## config.mk

```make
export PLATFORM = sky130hd
export DESIGN_NAME = dest_queue_alloc
export DESIGN_NICKNAME = d
export VERILOG_FILES = /design/src/rtl/dqa_pkg.sv /design/src/rtl/dqa_free_pool.sv /design/src/rtl/dqa_dest_table.sv /design/src/rtl/dqa_owner_map.sv /design/src/rtl/dest_queue_alloc.sv
export SDC_FILE = /design/constraint.sdc
export NUM_CORES = 1
export LEC_CHECK = 0
export ABC_AREA = 1
export BUFFER_PORTS_ARGS = -buffer_cell sky130_fd_sc_hd__buf_2
export CORE_MARGIN = 1.5
export CORE_UTILIZATION = 27
export DETAILED_ROUTE_END_ITERATION = 10
export GPL_ROUTABILITY_DRIVEN = 0
export SYNTH_ARGS = -nofsm -noshare
export SYNTH_HDL_FRONTEND = slang
export SYNTH_HIERARCHICAL = 1
export SYNTH_SLANG_ARGS = --single-unit
```

## constraint.sdc

```tcl
create_clock -name clk -period 4.06 [get_ports clk]
set_input_delay 0.812 -clock clk [delete_from_list [all_inputs] [get_ports clk]]
set_output_delay 0.812 -clock clk [all_outputs]
set_load 0.01 [all_outputs]
```

## src/rtl/dqa_pkg.sv

```systemverilog
package dqa_pkg;
  // next index in a ring of lim entries
  function automatic int unsigned ring_next(input int unsigned x, input int unsigned lim);
    return (x + 1 >= lim) ? 0 : x + 1;
  endfunction
endpackage

```

## src/rtl/dqa_free_pool.sv

```systemverilog
module dqa_free_pool #(
  parameter int NQ = 4,
  localparam int QW = (NQ > 1) ? $clog2(NQ) : 1,
  localparam int CW = $clog2(NQ + 1)
) (
  input  logic          clk,
  input  logic          rst,
  input  logic          rel_push,
  input  logic [QW-1:0] rel_id,
  input  logic          pop,
  input  logic          back_push,
  input  logic [QW-1:0] back_id,
  output logic [QW-1:0] head,
  output logic          avail,
  output logic [CW-1:0] cnt
);
  import dqa_pkg::*;

  logic [QW-1:0] ids [NQ];
  logic [QW-1:0] rd, wr, wr_mid, wr_end;

  // a release id is usable by the same cycle's pop (release first)
  assign avail = (cnt != '0) || rel_push;
  assign head  = (cnt == '0) ? rel_id : ids[rd];

  always_comb begin
    wr_mid = rel_push  ? QW'(ring_next(int'(wr), NQ))     : wr;
    wr_end = back_push ? QW'(ring_next(int'(wr_mid), NQ)) : wr_mid;
  end

  always_ff @(posedge clk) begin
    if (rst) begin
      for (int i = 0; i < NQ; i++) ids[i] <= QW'(i);
      rd  <= '0;
      wr  <= '0;
      cnt <= CW'(NQ);
    end else begin
      if (rel_push)  ids[wr]     <= rel_id;
      if (back_push) ids[wr_mid] <= back_id;
      if (pop) rd <= QW'(ring_next(int'(rd), NQ));
      wr  <= wr_end;
      cnt <= cnt + CW'(rel_push) + CW'(back_push) - CW'(pop);
    end
  end

  always_ff @(posedge clk) begin
    if (!rst) a_r7_pool_bound: assert (cnt <= CW'(NQ)) else $error("free pool count above NQ");
  end

  a_r1_pool_full_after_reset: assert property (@(posedge clk) rst |=> (cnt == CW'(NQ)));
endmodule

```

## src/rtl/dqa_dest_table.sv

```systemverilog
module dqa_dest_table #(
  parameter int TAG_W = 6,
  parameter int NQ    = 4,
  localparam int QW   = (NQ > 1) ? $clog2(NQ) : 1,
  localparam int TAGS = 1 << TAG_W
) (
  input  logic             clk,
  input  logic             rst,
  input  logic [TAG_W-1:0] lk_tag,
  input  logic             clr_en,
  input  logic [TAG_W-1:0] clr_tag,
  input  logic             set_en,
  input  logic [TAG_W-1:0] set_tag,
  input  logic [QW-1:0]    set_qid,
  output logic             hit,
  output logic [QW-1:0]    hit_qid
);
  logic [QW-1:0]    qid_mem [TAGS];
  logic [TAGS-1:0]  owned;
  logic             pend_v;
  logic [TAG_W-1:0] pend_tag;
  logic [QW-1:0]    pend_qid;
  logic             pend_commit;

  // a release of the pending tag cancels the deferred write
  assign pend_commit = pend_v && !(clr_en && clr_tag == pend_tag);

  always_comb begin
    if (clr_en && clr_tag == lk_tag) begin
      hit = 1'b0;  hit_qid = pend_qid;
    end else if (pend_v && pend_tag == lk_tag) begin
      hit = 1'b1;  hit_qid = pend_qid;
    end else begin
      hit = owned[lk_tag];  hit_qid = qid_mem[lk_tag];
    end
  end

  always_ff @(posedge clk) begin
    if (pend_commit) qid_mem[pend_tag] <= pend_qid;
  end

  always_ff @(posedge clk) begin
    if (rst) begin
      owned    <= '0;
      pend_v   <= 1'b0;
      pend_tag <= '0;
      pend_qid <= '0;
    end else begin
      if (pend_commit) owned[pend_tag] <= 1'b1;
      if (clr_en)      owned[clr_tag]  <= 1'b0;
      pend_v   <= set_en;
      pend_tag <= set_tag;
      pend_qid <= set_qid;
    end
  end

  a_r7_release_clears: assert property (@(posedge clk) disable iff (rst)
    (clr_en && !(set_en && set_tag == clr_tag)) |=> !owned[$past(clr_tag)]);
endmodule

```

## src/rtl/dqa_owner_map.sv

```systemverilog
module dqa_owner_map #(
  parameter int TAG_W = 6,
  parameter int NQ    = 4,
  localparam int QW   = (NQ > 1) ? $clog2(NQ) : 1
) (
  input  logic             clk,
  input  logic             wr_en,
  input  logic [QW-1:0]    wr_qid,
  input  logic [TAG_W-1:0] wr_tag,
  input  logic [QW-1:0]    rd_qid,
  output logic [TAG_W-1:0] rd_tag
);
  logic [TAG_W-1:0] owner [NQ];

  always_ff @(posedge clk) begin
    if (wr_en) owner[wr_qid] <= wr_tag;
  end

  assign rd_tag = owner[rd_qid];
endmodule

```

## src/rtl/dest_queue_alloc.sv

```systemverilog
module dest_queue_alloc #(
  parameter int TAG_W = 6,
  parameter int NQ    = 4,
  localparam int QW   = (NQ > 1) ? $clog2(NQ) : 1,
  localparam int CW   = $clog2(NQ + 1)
) (
  input  logic             clk,
  input  logic             rst,
  input  logic             lk_valid,
  input  logic [TAG_W-1:0] lk_tag,
  input  logic             rel_valid,
  input  logic [QW-1:0]    rel_qid,
  output logic             stall,
  output logic             res_valid,
  output logic [QW-1:0]    res_qid,
  output logic             res_new
);
  logic             hit, avail, accept, assign_new, give_back;
  logic [QW-1:0]    hit_qid, head;
  logic [TAG_W-1:0] rel_tag;
  logic [CW-1:0]    free_cnt;

  assign stall      = lk_valid && !hit && !avail;
  assign accept     = lk_valid && !stall;
  assign assign_new = accept && !hit;
  assign give_back  = accept && hit && avail;

  dqa_owner_map #(.TAG_W(TAG_W), .NQ(NQ)) u_owner (
    .clk(clk), .wr_en(assign_new), .wr_qid(head), .wr_tag(lk_tag),
    .rd_qid(rel_qid), .rd_tag(rel_tag));

  dqa_dest_table #(.TAG_W(TAG_W), .NQ(NQ)) u_table (
    .clk(clk), .rst(rst), .lk_tag(lk_tag),
    .clr_en(rel_valid), .clr_tag(rel_tag),
    .set_en(assign_new), .set_tag(lk_tag), .set_qid(head),
    .hit(hit), .hit_qid(hit_qid));

  dqa_free_pool #(.NQ(NQ)) u_pool (
    .clk(clk), .rst(rst), .rel_push(rel_valid), .rel_id(rel_qid),
    .pop(accept && avail), .back_push(give_back), .back_id(head),
    .head(head), .avail(avail), .cnt(free_cnt));

  always_ff @(posedge clk) begin
    if (rst) begin
      res_valid <= 1'b0;
      res_qid   <= '0;
      res_new   <= 1'b0;
    end else begin
      res_valid <= accept;
      res_qid   <= hit ? hit_qid : head;
      res_new   <= !hit;
    end
  end

  a_r2_result_follows: assert property (@(posedge clk) disable iff (rst)
    (lk_valid && !stall) |=> res_valid);
  a_r6_stall_no_result: assert property (@(posedge clk) disable iff (rst)
    stall |=> !res_valid);
  a_r6_stall_pool_empty: assert property (@(posedge clk) disable iff (rst)
    stall |-> (free_cnt == '0 && !rel_valid));
  a_r4_hit_keeps_pool: assert property (@(posedge clk) disable iff (rst)
    (lk_valid && hit && !rel_valid) |=> (free_cnt == $past(free_cnt)));
endmodule

```

# --- After elaboration in Yosys (flattened, before gate mapping) ---
# Memories as Yosys holds them, arrays and structs flattened. A register that Yosys moved wholly into a read port is not among the register bits.
# Cells that the tools add are included.
totals:
  reg_bits: 84
  ramBits: 160
  elab_cells: 95
  out_inout_bits: 5
  memories: 3
  inputBits: 12
classes:
  eq_ne: 3
  addsub: 6
  bitwise_logic: 3
  reduce_logical: 22
  mux: 40
  order_cmp: 8
mem_list:
  columns: ["memory", "words", "word_bits", "rd", "rd_clocked_by_memory_dff", "wr", "line", "text"]
  rows:
  - ["u_table.qid_mem", 64, 2, 1, 0, 1, "dqa_dest_table.sv:18", "logic [QW-1:0] qid_mem [TAGS];"]
  - ["u_owner.owner", 4, 6, 1, 0, 1, "dqa_owner_map.sv:13", "logic [TAG_W-1:0] owner [NQ];"]
  - ["u_pool.ids", 4, 2, 1, 1, 4, "dqa_free_pool.sv:19", "logic [QW-1:0] ids [NQ];"]
ops:
  columns: ["cell", "count"]
  rows:
  - ["64-bit 2-to-1 mux", 3]
  - ["64-bit AND", 1]
  - ["64-bit NOT", 1]
  - ["64-bit bitwise OR", 1]
  - ["2-bit 2-to-1 mux", 15]
  - ["6-bit by 7-bit less-than comparator with 1-bit output, second input constant", 3]
  - ["1-bit 2-to-1 mux", 19]
  - ["6-bit equality test", 3]
  - ["1-bit logical AND", 13]
  - ["1-bit demux with 6-bit select", 2]
  - ["6-bit by 1-bit >= comparator with 1-bit output, second input constant", 2]
  - ["2-bit by 1-bit adder with 3-bit output, second input constant", 3]
  - ["3-bit >= comparator, second input constant", 3]
  - ["3-bit by 1-bit adder with 3-bit output", 2]
  - ["1-bit binary-select mux with 6-bit select", 1]
  - ["1-bit zero test", 4]
  - ["2-bit OR reduction", 2]
  - ["3-bit zero test", 1]
  - ["3-bit nonzero test", 1]
  - ["3-bit by 1-bit subtractor with 3-bit output", 1]
  - ["1-bit logical OR", 1]

# --- Logic depth before layout (Yosys ltp) ---
logic_depth:
  ltp_word: 16
  mapped_depth: 24
  depth_no_buf: 21

# --- Cells and area by module ---
# Netlist, hierarchy kept.
modules_own_cells:
  columns: ["module", "seq_area_each_um2", "cells_each", "n_inst", "area_each_um2"]
  rows:
  - ["dqa_dest_table", 5305.1, 1137, 1, 9490.4]
  - ["dqa_free_pool", 420.4, 138, 1, 1078.5]
  - ["dqa_owner_map", 720.7, 101, 1, 1041.0]
  - ["dest_queue_alloc", 80.1, 21, 1, 147.6]

# --- Worst setup path after synthesis ---
# No wires, ideal clock.
synth_path:
  path_kind: "in2reg"
  from: "in lk_tag[0]"
  to: "reg u_pool.cnt[2]"
  arrival_time_ps: 3685
  path_slack_ps: 313
  path_stages: 24
  n_path_buf: 4
  setup_ps: 62
  required_time_ps: 3998
  cell_sequence: "buf_4 > inv_2 > buf_4 > buf_2 > nand2_1 > nand3_1 > nand3_1 > nand3_1 > nand2_1 > nand2_1 > nand3_1 > nand3_1 > nand2_1 > inv_1 > inv_2 > nor2_1 > buf_4 > inv_1 > ha_1 > inv_1 > fa_1 > fa_1 > o21bai_1 > nand3_1"
synth_between:
  elab_chain_cells: 13
  word_cells_on_any_way: 18
  cone_classes: "add/sub: 2; eq/ne: 2; mux: 4; reduce/logical: 10"
synth_lines:
  columns: ["element", "line", "text"]
  rows:
  - ["start, declared", "dest_queue_alloc.sv:10", "input logic [TAG_W-1:0] lk_tag,"]
  - ["1-bit binary-select mux with 6-bit select or 6-bit equality test (tied branches)", "dqa_dest_table.sv:34, dqa_dest_table.sv:31", null]
  - ["1-bit 2-to-1 mux (not written as such) or 1-bit logical AND (tied branches)", "dqa_dest_table.sv:34, dqa_dest_table.sv:31", null]
  - ["1-bit 2-to-1 mux", "dqa_dest_table.sv:31", "end else if (pend_v && pend_tag == lk_tag) begin"]
  - ["1-bit 2-to-1 mux *", "dqa_dest_table.sv:29", "if (clr_en && clr_tag == lk_tag) begin"]
  - ["via hit", "dest_queue_alloc.sv:18", "logic hit, avail, accept, assign_new, give_back;"]
  - ["1-bit zero test", "dest_queue_alloc.sv:23", "assign stall = lk_valid && !hit && !avail;"]
  - ["1-bit logical AND (2 in series)", "dest_queue_alloc.sv:23", null]
  - ["1-bit zero test", "dest_queue_alloc.sv:24", "assign accept = lk_valid && !stall;"]
  - ["1-bit logical AND", "dest_queue_alloc.sv:24", null]
  - ["1-bit logical AND * (2 in series)", "dest_queue_alloc.sv:26", "assign give_back = accept && hit && avail;"]
  - ["via give_back", "dest_queue_alloc.sv:18", null]
  - ["3-bit by 1-bit adder with 3-bit output *", "dqa_free_pool.sv:42", "cnt <= cnt + CW'(rel_push) + CW'(back_push) - CW'(pop);"]
  - ["3-bit by 1-bit subtractor with 3-bit output *", "dqa_free_pool.sv:42", null]
  - ["end signal, assigned", "dqa_free_pool.sv:36", "cnt <= CW'(NQ);"]
  - ["end signal, assigned", "dqa_free_pool.sv:42", null]
  - ["end, declared", "dqa_free_pool.sv:15", "output logic [CW-1:0] cnt"]
# Mark *: on every way through the listed nets, which the timed path passes. The rest lies on a longest branch. The select of a mux whose other input is x is not followed.
# A chain may end at the register's enable or synchronous reset.

# --- Worst setup path after layout ---
layout_path:
  from: "in rel_qid[0]"
  to: "out stall"
layout_between:
  elab_chain_cells: 7
layout_lines:
  columns: ["element", "line", "text"]
  rows:
  - ["start, declared", "dest_queue_alloc.sv:12", "input logic [QW-1:0] rel_qid,"]
  - ["memory 4 x 6 bit", null, null]
  - ["via rel_tag[3]", "dest_queue_alloc.sv:20", "logic [TAG_W-1:0] rel_tag;"]
  - ["6-bit equality test", "dqa_dest_table.sv:29", null]
  - ["1-bit logical AND", "dqa_dest_table.sv:29", null]
  - ["1-bit 2-to-1 mux", "dqa_dest_table.sv:29", null]
  - ["via hit", "dest_queue_alloc.sv:18", null]
  - ["1-bit zero test", "dest_queue_alloc.sv:23", null]
  - ["1-bit logical AND (2 in series)", "dest_queue_alloc.sv:23", null]
  - ["end, declared", "dest_queue_alloc.sv:13", "output logic stall,"]
# The timed path passes the listed nets, and every way through them passes these cells.

==> PnR_summary.wiki <==
{| class="wikitable"
! Metric !! Value
|-
| Post-layout net count || 1448
|-
| RSZ-0062 raised after global routing || no
|-
| Most repeated cell in the gate-level netlist after synthesis || sky130_fd_sc_hd__nand2_1
|-
| Std-Cell Rows || 76
|-
| Pin count of the biggest net entering global routing || just over 80
|-
| Largest cells by area after synthesis || sky130_fd_sc_hd__edfxtp_1, sky130_fd_sc_hd__dfxtp_1, sky130_fd_sc_hd__nand2_1, sky130_fd_sc_hd__nand3_1, sky130_fd_sc_hd__inv_1
|-
| Die Y || 212 um
|-
| Setup TNS || 0 ps
|-
| Pre-Repair DR Iteration Count || 6
|-
| Wire length of the first global-routing pass || 49800 um
|-
| R2R depth || 16
|-
| Worst hold slack across all endpoints || around 450 ps
|-
| Path class of the lowest-slack min-delay path || reg2reg
|-
| Initial standard-cell utilization of the core || 27.4%
|-
| Width of the die || roughly 210 um
|-
| Period utilisation layout || between 80 and 90%
|-
| Gr ovfl total || 0
|-
| Fraction of met2 tracks used by global routing || a little under a quarter
|-
| Maximum level of the CTS H-tree || 1
|-
| Synthesized instance count || 1397
|-
| Setup slack, reg-to-reg || 850 ps
|-
| CTS tree || built
|-
| YS warnings || 6
|-
| Worst hold start || u_table/owned[7]$_SDFF_PP0_
|-
| Clock tree skew after final layout || roughly 23 ps
|-
| Share of the synthesized area in the top cell type || 40.9%
|-
| Routed wire length || around 32000 um
|-
| Buffers from clock root to sink, at most || 3
|-
| Clock-pin slew of the registers on the worst-case setup and hold paths || 60 ps
|-
| Vias in the first global route || ~9000
|-
| Met1 global-route usage || 19.1%
|-
| Transition time at the pin with the least slew margin || 1070 ps
|-
| Final routed DRC violation total || 0
|-
| Count of max-cap constraint violations || 0
|-
| Num CTS Buffers || 26
|-
| P per Cell Area || 456 nW/um^2
|-
| Time the final worst path needs with I/O delays and setup || 3530 ps
|-
| Proportion of register bits with asynchronous set or reset after synthesis || 0%
|-
| Average size of a mapped cell || 8.42 um^2
|-
| Worst reg2reg path endpoint || u_pool/cnt[1]$_SDFF_PP0_
|-
| Layout-stage area growth over the synthesis result || 15.4%
|-
| GRT busiest layer || met2
|-
| Antenna violations before repair || 0
|-
| Number of buffers inserted for hold repair after clock tree synthesis || 0
|-
| Die outline area || about 45000 um^2
|-
| Number of resized instances in the post-cts repair step || 0
|-
| Fraction of final layout cells sized beyond drive strength 1 || 9.94%
|-
| Total standard cell area after synthesis || 11800 um^2
|-
| Worst skew pair latency || 540 ps
|-
| Setup Fix Bufs, Post-CTS || 0
|-
| Library cell used as clock root buffer || sky130_fd_sc_hd__clkbuf_16
|-
| PortBufs || 16
|-
| Distinct cell type count after synthesis || 38
|-
| Sequential-to-total area share from yosys stat || 55.5%
|-
| Wire length per cell || 15.6 um
|-
| Critical path class || in2out
|-
| Number of synthesized flops with an enable pin || 160
|-
| Number of design-rule violations left by the first detailed-router iteration || 766
|-
| Relative slew slack || around 28%
|-
| Terminating pin of the worst hold path || u_table/owned[7]$_SDFF_PP0_
|-
| F_max || 284 MHz
|-
| Critical-path maximum fanout || 14
|-
| Vias/cell || ~4.6
|-
| Detailed-placement wirelength estimate || 21300 um
|-
| Hold Vio Cnt, Final || 0
|-
| Number of antenna-violating nets in the routed design || 0
|-
| Synth cell count leaders || sky130_fd_sc_hd__nand2_1, sky130_fd_sc_hd__inv_1, sky130_fd_sc_hd__nand3_1
|-
| Endpoint class of the critical path || primary output
|-
| Dominant register cell in the synthesized netlist || sky130_fd_sc_hd__edfxtp_1
|-
| GRT Util Overall || 14.3%
|-
| Clock tree sinks || 246
|-
| Leakage Power || 0.00567 uW
|-
| Final setup fails || 0
|-
| Cell taking the most area after synthesis || sky130_fd_sc_hd__edfxtp_1
|-
| FF+latch count, synth || 246
|-
| Number of vias after detailed routing || 9422
|-
| Endpoint arrival time on the critical path || 2710 ps
|-
| Reg-to-reg critical path startpoint || u_table/pend_tag[0]$_SDFF_PP0_
|-
| Core area || 43000 um^2
|-
| Antenna fix cells || 0
|-
| Final-layout fill cell count || 4583
|-
| Worst path required time || 3250 ps
|-
| Max Slew Vio Count || 0
|-
| Number of instances on the worst hold path || 2
|-
| Highest ir drop seen on vdd || 0.000344 V
|-
| Met3 GRT Util || 1.82%
|-
| Total nets after synthesis || between 1000 and 1500
|-
| Boundary Pins || 17
|-
| Startpoint kind of the worst setup timing path || input port
|-
| Run status || finished, final reports clean
|}
==> report_power, final <==
| part | leakage (uW) | switching (uW) | internal [uW] |
|---|---|---|---|
| combinational | 0.00307 | 586 | 236 |
| clock | 0.000434 | 987 | 1420 |
| sequential | 0.00216 | 95.3 | 2860 |
==> worst max path at each step <==
stage                from                  endpoint  slack [ps]  cells past startpoint
2_1_floorplan   lk_tag[0]  u_pool/cnt[2]$_SDFF_PP1_         310                     24
3_3_place_gp    lk_tag[0]  u_pool/cnt[1]$_SDFF_PP0_         210                     22
3_5_place_dp    lk_tag[0]  u_pool/cnt[1]$_SDFF_PP0_         140                     22
4_1_cts        rel_qid[0]                     stall         550                     16
5_1_grt        rel_qid[0]                     stall         380                     16
6_report       rel_qid[0]                     stall         530                     16
==> layout by cell type (no fill, tap or decap), types with 3 or more instances in the layout <==
cell                        count
sky130_fd_sc_hd__inv_1        216
sky130_fd_sc_hd__a21oi_1       67
sky130_fd_sc_hd__inv_2         10
sky130_fd_sc_hd__nor2_1        67
sky130_fd_sc_hd__nand2_1      386
sky130_fd_sc_hd__clkinv_1       5
sky130_fd_sc_hd__edfxtp_1     160
sky130_fd_sc_hd__nor2_8         5
sky130_fd_sc_hd__clkbuf_1       5
sky130_fd_sc_hd__nand3_1      204
sky130_fd_sc_hd__o21ai_0       52
sky130_fd_sc_hd__clkbuf_16     27
sky130_fd_sc_hd__buf_4         40
sky130_fd_sc_hd__nor2_2         3
sky130_fd_sc_hd__clkbuf_8       4
sky130_fd_sc_hd__buf_12         6
sky130_fd_sc_hd__ha_1           6
sky130_fd_sc_hd__buf_2         15
sky130_fd_sc_hd__nand4_1        5
sky130_fd_sc_hd__o22ai_1        8
sky130_fd_sc_hd__o21ai_1        9
sky130_fd_sc_hd__o31ai_1        3
sky130_fd_sc_hd__clkinv_2       5
sky130_fd_sc_hd__dfxtp_1       84
sky130_fd_sc_hd__nand3_4        3
sky130_fd_sc_hd__nor3_2        11
sky130_fd_sc_hd__nand2_2        3
sky130_fd_sc_hd__nor3_1        17
==> registers in the layout, indices dropped and copies added (netlist names), 2 cells and up, named ones only <==
name,cells
u_table/pend_tag,6
u_table/qid_mem,128
u_pool/cnt,3
u_owner/owner,24
u_pool/rd,2
u_table/owned,64
u_table/pend_qid,2
u_pool/wr,2
res_qid,2
u_pool/ids,8
==> critical path, cell delays in order <==
cell and delay [ps]:
sky130_fd_sc_hd__buf_2 230, sky130_fd_sc_hd__inv_2 150, sky130_fd_sc_hd__nand2_1 90, sky130_fd_sc_hd__nand3_1 80, sky130_fd_sc_hd__nand2_1 240, sky130_fd_sc_hd__inv_1 150
sky130_fd_sc_hd__nand2_1 90, sky130_fd_sc_hd__nand3_1 70, sky130_fd_sc_hd__nor2_1 190, sky130_fd_sc_hd__inv_1 60, sky130_fd_sc_hd__nand2_1 90, sky130_fd_sc_hd__inv_1 70
sky130_fd_sc_hd__inv_2 70, sky130_fd_sc_hd__nand2_1 50, sky130_fd_sc_hd__nor2_1 110, sky130_fd_sc_hd__buf_2 150
==> routing by layer <==
layer	routed length (um)	vias up
li1	-	4604
met1	13600	4409
met2	14700	331
met3	2170	78
met4	1290	0
met5	0	-
==> logic make-up (layout without fill, tap and decap cells) <==
logic type                 count (synthesis)  in the layout  share of synthesized area (%)
AOI/OAI and AO/OA                        144            144                           6.40
xor gates and xnor gates                   2              2                          0.149
adders and majority gates                  8              8                          0.979
buffers and inverters                    287            338                           9.84
DFF                                      246            246                           55.5
and+or+nand+nor                          710            710                           27.1
==> final cells by class <==
| cell class | count | area, um^2 | area share, % |
|---|---|---|---|
| clock inverter | 12 | 126 | 0.931 |
| inverter | 229 | 860 | 6.33 |
| clock buffer | 36 | 749 | 5.52 |
| timing repair buffer | 61 | 495 | 3.65 |
| tap | 585 | 732 | 5.39 |
| multi-input combinational | 864 | 4080 | 30.1 |
| sequential | 246 | 6530 | 48.1 |
==> metrics by stage <==
| stage | worst slack [ps] | util [%] | area [um^2] | instances | total power [uW] |
|---|---|---|---|---|---|
| 4_1_cts | 547 | 31.6 | 13600 | 2033 | 6240 |
| 6_report | 534 | 31.6 | 13600 | 2033 | 6190 |
| 3_5_place_dp | 143 | 29.5 | 12700 | 1985 | 3830 |
| 3_3_place_gp | 206 | 29.5 | 12700 | 1985 | 3820 |
| 5_1_grt | 381 | 31.6 | 13600 | 2033 | 6440 |
| 2_1_floorplan | 313 | - | 11800 | 1397 | 3490 |
No activity file was read; power rests on OpenSTA's default activity.
